**src/rtl/cct_pkg.sv**
```systemverilog
package cct_pkg;
  localparam int CNT_W  = 16;
  localparam int BYTE_W = 8;
  localparam int CSEL_W = 3;
  localparam int DIV_W  = (1 << CSEL_W) - 1;

  typedef enum logic [1:0] {
    A_CTRL   = 2'd0,
    A_CMP_HI = 2'd1,
    A_CMP_LO = 2'd2,
    A_SPARE  = 2'd3
  } reg_addr_e;

  localparam int B_CLR  = 7;
  localparam int B_MODE = 6;
  localparam int B_FLAG = 5;
  localparam int B_IE   = 4;
  localparam int B_EN   = 3;
endpackage

```
**src/rtl/cct_prescale.sv**
```systemverilog
module cct_prescale
  import cct_pkg::*;
#(
  parameter int SEL_W = CSEL_W,
  localparam int DW   = (1 << SEL_W) - 1
) (
  input  logic             clk,
  input  logic             rst,
  input  logic             run,
  input  logic             sync_clr,
  input  logic [SEL_W-1:0] sel,
  output logic             tick
);
  logic [DW-1:0] div_q;
  logic [DW-1:0] mask;

  // Low n bits set: a tick fires when the low n bits of the divider are all ones
  always_comb begin
    mask = '0;
    for (int k = 0; k < DW; k++) begin
      if (k < int'(sel)) mask[k] = 1'b1;
    end
  end

  assign tick = run && ((div_q & mask) == mask);

  always_ff @(posedge clk) begin
    if (rst || !run || sync_clr) div_q <= '0;
    else                         div_q <= div_q + 1'b1;
  end
endmodule

```
**src/rtl/cct_core.sv**
```systemverilog
module cct_core
  import cct_pkg::*;
#(
  parameter int W = CNT_W
) (
  input  logic         clk,
  input  logic         rst,
  input  logic         run,
  input  logic         tick,
  input  logic         cnt_rst,
  input  logic [W-1:0] cmp,
  output logic [W-1:0] count,
  output logic         hit
);
  logic at_cmp;
  assign at_cmp = (count == cmp);
  assign hit    = run && tick && at_cmp && !cnt_rst;

  always_ff @(posedge clk) begin
    if (rst)                count <= '0;
    else if (cnt_rst)       count <= '0;
    else if (hit)           count <= '0;
    else if (run && tick)   count <= count + 1'b1;
  end
endmodule

```
**src/rtl/cct_regs.sv**
```systemverilog
module cct_regs
  import cct_pkg::*;
(
  input  logic              clk,
  input  logic              rst,
  input  logic [1:0]        addr,
  input  logic              wr,
  input  logic              rd,
  input  logic              rmw,
  input  logic [BYTE_W-1:0] wdata,
  input  logic              hit,
  output logic [BYTE_W-1:0] rdata,
  output logic              mode_q,
  output logic              ie_q,
  output logic              en_q,
  output logic [CSEL_W-1:0] csel_q,
  output logic              flag_q,
  output logic              irq_q,
  output logic              sw_clr,
  output logic [CNT_W-1:0]  cmp_q
);
  localparam int HI_W = CNT_W - BYTE_W;

  logic              ctrl_wr;
  logic              flag_n;
  logic              ie_n;
  logic [HI_W-1:0]   hold_q;
  logic [BYTE_W-1:0] rd_mux;

  assign ctrl_wr = wr && (addr == A_CTRL);
  assign sw_clr  = ctrl_wr && wdata[B_CLR];

  // Hardware set outranks a software acknowledge on the same edge
  always_comb begin
    flag_n = flag_q;
    if (hit)                          flag_n = 1'b1;
    else if (ctrl_wr && !wdata[B_FLAG]) flag_n = 1'b0;
    ie_n = ctrl_wr ? wdata[B_IE] : ie_q;
  end

  always_ff @(posedge clk) begin
    if (rst) begin
      mode_q <= 1'b0;
      ie_q   <= 1'b0;
      en_q   <= 1'b0;
      csel_q <= '0;
      flag_q <= 1'b0;
      irq_q  <= 1'b0;
    end else begin
      if (ctrl_wr) begin
        mode_q <= wdata[B_MODE];
        en_q   <= wdata[B_EN];
        csel_q <= wdata[CSEL_W-1:0];
      end
      ie_q   <= ie_n;
      flag_q <= flag_n;
      irq_q  <= flag_n && ie_n;
    end
  end

  always_ff @(posedge clk) begin
    if (rst) begin
      hold_q <= '1;
      cmp_q  <= '1;
    end else if (wr && addr == A_CMP_HI) begin
      hold_q <= wdata[HI_W-1:0];
    end else if (wr && addr == A_CMP_LO) begin
      cmp_q  <= {hold_q, wdata};
    end
  end

  always_comb begin
    unique case (reg_addr_e'(addr))
      A_CTRL:   rd_mux = {1'b0, mode_q, (rmw | flag_q), ie_q, en_q, csel_q};
      A_CMP_HI: rd_mux = hold_q[BYTE_W-1:0];
      A_CMP_LO: rd_mux = cmp_q[BYTE_W-1:0];
      default:  rd_mux = '0;
    endcase
  end

  always_ff @(posedge clk) begin
    if (rst)     rdata <= '0;
    else if (rd) rdata <= rd_mux;
  end
endmodule

```
**src/rtl/cmp_clear_timer.sv**
```systemverilog
module cmp_clear_timer
  import cct_pkg::*;
(
  input  logic              clk,
  input  logic              rst,
  input  logic [1:0]        bus_addr,
  input  logic              bus_wr,
  input  logic              bus_rd,
  input  logic              bus_rmw,
  input  logic [BYTE_W-1:0] bus_wdata,
  output logic [BYTE_W-1:0] bus_rdata,
  input  logic              evt_write,
  input  logic              evt_pos,
  output logic              irq_o,
  output logic [CNT_W-1:0]  count_o
);
  logic              mode_q, ie_q, en_q, flag_q, sw_clr, hit, tick, cnt_rst, ext_rst;
  logic [CSEL_W-1:0] csel_q;
  logic [CNT_W-1:0]  cmp_q;

  assign ext_rst = mode_q ? evt_pos : evt_write;
  assign cnt_rst = sw_clr || ext_rst;

  cct_regs u_regs (
    .clk(clk), .rst(rst), .addr(bus_addr), .wr(bus_wr), .rd(bus_rd),
    .rmw(bus_rmw), .wdata(bus_wdata), .hit(hit), .rdata(bus_rdata),
    .mode_q(mode_q), .ie_q(ie_q), .en_q(en_q), .csel_q(csel_q),
    .flag_q(flag_q), .irq_q(irq_o), .sw_clr(sw_clr), .cmp_q(cmp_q)
  );

  cct_prescale #(.SEL_W(CSEL_W)) u_pre (
    .clk(clk), .rst(rst), .run(en_q), .sync_clr(cnt_rst),
    .sel(csel_q), .tick(tick)
  );

  cct_core #(.W(CNT_W)) u_core (
    .clk(clk), .rst(rst), .run(en_q), .tick(tick), .cnt_rst(cnt_rst),
    .cmp(cmp_q), .count(count_o), .hit(hit)
  );
endmodule

```
**config.mk**
```make
export PLATFORM = sky130hd
export DESIGN_NAME = cmp_clear_timer
export DESIGN_NICKNAME = d
export VERILOG_FILES = /design/src/rtl/cct_pkg.sv /design/src/rtl/cct_prescale.sv /design/src/rtl/cct_core.sv /design/src/rtl/cct_regs.sv /design/src/rtl/cmp_clear_timer.sv
export SDC_FILE = /design/constraint.sdc
export NUM_CORES = 1
export LEC_CHECK = 0
export CORE_ASPECT_RATIO = 0.75
export CORE_MARGIN = 2
export CORE_UTILIZATION = 45
export CTS_BUF_LIST = sky130_fd_sc_hd__clkbuf_16
export DETAILED_ROUTE_END_ITERATION = 8
export MAX_ROUTING_LAYER = met4
export PLACE_DENSITY = 0.68
export SLEW_MARGIN = 5
export SYNTH_ARGS = -nofsm -noshare
export SYNTH_HDL_FRONTEND = slang
export SYNTH_SLANG_ARGS = --single-unit
```
**constraint.sdc**
```tcl
create_clock -name clk -period 3.06 [get_ports clk]
set_input_delay 0.306 -clock clk [delete_from_list [all_inputs] [get_ports clk]]
set_output_delay 0.306 -clock clk [all_outputs]
set_load 0.01 [all_outputs]
```
==> flow_summary.ini <==
[run_status]
status = finished clean

[logic_synthesis]
synth_top_area_cell = dfxtp_1
synth.distinct_cells = 45
synth.avg_cell_area_um2 = 8.30
synth-edff-count = 0
synthFlopType = dfxtp_1
synth-seq-area-share_pct = 43.4
ys_ff_latch = 63
synth_top_cell_area_share_pct = 43.4
synth_nets = 369
synthArstFlopShare_pct = 0
syn_area_um2 = 2900
synthCells = 350
ys_warn_count = 0
synthTopCellsByArea = dfxtp_1 (43%), nand2_1 (6.6%), nand3_1 (6.5%)

[route]
postRouteAntennaNets = 0
finalWirelength_mm = 7.32
wire_per_inst_um = 15.5
vias = 2565
drtIter0Drc = 147
drt_pass1_iterations = 4
vias_per_cell = 5.43
drc_errors = 0

[die]
rows = 25
start_util_pct = 46.2
die_w_um = 96.8
die_h_um = 73.6
boundaryPins = 42
die_area_um2 = 7120
core-area_um2 = 6290

[critical_path]
crit_path_start_kind = flop
r2r_slack_ps = 860
cp_max_fo = 16
criticalPathCategory = flop to flop
startpoint = u_core.count[1]
cp-endpoint = u_core.count[1]
regToRegStartpoint = u_core.count[1]
required_ps = 3250
reg2reg_depth = 5
critPathArrivalTime_ps = 2390
worstSetupEndpointType = flop
rr_endpoint = u_core.count[1]

[pwr]
power_density_nw_per_um2 = 553
netSwitchingFraction_pct = 23.6
seq_power_share_pct = 43.0
internal_power_mw = 1.54
clkPwrFrac_pct = 48.9
ir_drop_v = 0.000405
power_leakage_nw = 1.35
power_mw = 2.02
switching_power_mw = 0.476
combPwrFrac_pct = 8.1

[clock_tree]
cts_resized = 0
clk_pin_slew_ps = 50
cts.sinks = 63
cts_made_buffers = 9
cts_tree = built
cts_hold_buf = 0
cts_max_level = 3
clockRootBuffer = clkbuf_16
cts_setup_buffers = 0
clock_latency_ps = 330
clk_path_buf_depth = 2

[sta]
slew_headroom_pct = 50.2
worstMarginPinSlew_ps = 745
rsz0062_at_grt = false
fin_crit_sh_pct = 71.8
min_period_ps = 2200
clock_skew_ps = 3.23
fin_tns_setup_ps = 0
finalSetupViolations = 0
final_hold_viol_count = 0
fmax_mhz = 455
maxSlewViolCount = 0

[grt]
grt_util_all_layers_pct = 22.5
grt_pass1_wl_mm = 12.1
grt_pass1_vias = 2453
antenna_found_initial = 0
grt_max_degree = 20
grt.overflow.total = 0

[placement]
place_congestion = 0.910
port_buffers = 41
dp_hpwl_mm = 5.37

[cells_and_area]
diodes = 0
synthToLayoutAreaGrowth_pct = 25.9
drive_above_1_share_pct = 9.21
final_cell_mix = dfxtp_1 (63), nand2_1 (51), clkdlybuf4s50_1 (41)
mostFrequentLayoutCell = dfxtp_1
nNetsFinal = 405

[flow_run]
maxCapViolations = 0

[min_path]
min_path_type = flop to flop
sequential cells by signal, summed over array words and instances (netlist names):
name	cells
u_core.count	16
u_regs.cmp_q	16
u_regs.hold_q	8
u_regs.rdata	8
u_pre.div_q	7
u_regs.csel_q	3
u_regs.en_q	1
u_regs.flag_q	1
u_regs.ie_q	1
u_regs.irq_q	1
u_regs.mode_q	1
cell families (layout without fill, tap and decap cells):
| group | count (synthesis) | count (layout) | synth area share [%] |
|---|---|---|---|
| flops | 63 | 63 | 43.4 |
| mux | 12 | 12 | 4.14 |
| compound gates | 56 | 56 | 13.2 |
| fa+ha+maj | 2 | 2 | 0.862 |
| simple gates | 160 | 160 | 26.8 |
| xor+xnor | 22 | 22 | 6.63 |
| buf+inv | 35 | 76 | 4.87 |
synth_stat cells (all sizes together), types with 3 or more instances:
cell and number:
mux2i 12, and3 3, nor2b 3, xor2 18, a31o 6, nand2 51
nor2 31, a211oi 6, or3 3, nand4 11, xnor2 4, or4 6
o31ai 7, dfxtp 63, inv 12, a21boi 3, o21ai 5, clkbuf 16
nor4 4, a21oi 23, buf 6, nand3 38
power by group through the flow:
stage	clock [mW]	combinational [mW]	sequential, mW
after floorplan	0	0.0927	0.886
after detailed placement	0	0.162	0.887
after global placement	0	0.160	0.887
after global routing	1.04	0.178	0.873
final	0.988	0.163	0.870
after CTS	1.01	0.163	0.870
worst min path at each step:
stage                                 from                to  slack (ps)  cells after the start
after detailed placement  u_regs.cmp_q[11]  u_regs.cmp_q[11]         480                      2
final                      u_regs.rdata[1]   u_regs.rdata[1]         480                      2
after global placement    u_regs.cmp_q[11]  u_regs.cmp_q[11]         470                      2
after floorplan               bus_wdata[0]   u_regs.cmp_q[0]         430                      2
after CTS                 u_regs.cmp_q[11]  u_regs.cmp_q[11]         490                      2
after global routing       u_regs.rdata[1]   u_regs.rdata[1]         520                      2
layer usage:
| metal | up-vias | share of wire [%] | GRT usage, % |
|---|---|---|---|
| li1 | 1293 | - | - |
| met1 | 1210 | 48 | 28.6 |
| met2 | 54 | 45 | 34.5 |
| met3 | 8 | 4.9 | 6.85 |
| met4 | 0 | 1.4 | 7.98 |
| met5 | - | 0 | - |
layout make-up:
cell class / instances / area, um2
clock buffer: 9 / 225
clock inverter: 7 / 63.8
fill: 574 / 2630
inverter: 13 / 48.8
multi-input combinational: 252 / 1500
sequential: 63 / 1260
tap: 81 / 101
timing repair buffer: 47 / 455
worst max-delay path, stage by stage (launching register included):
cell and delay (ps):
dfxtp_1 430, xor2_1 130, nor4_1 560, nand4_1 190
o211ai_2 630, nor2_1 110
per-stage QoR:
stage | area (um2) | std cells | util [%] | hold WS [ps] | setup slack, ps
after floorplan | 2900 | 350 | - | 430 | 1320
after global placement | 3370 | 456 | 53.6 | 474 | 720
after detailed placement | 3370 | 456 | 53.6 | 478 | 641
after CTS | 3660 | 472 | 58.2 | 485 | 846
after global routing | 3660 | 472 | 58.2 | 517 | 539
final | 3660 | 472 | 58.2 | 481 | 864
No activity file was read; power rests on OpenSTA's default activity.
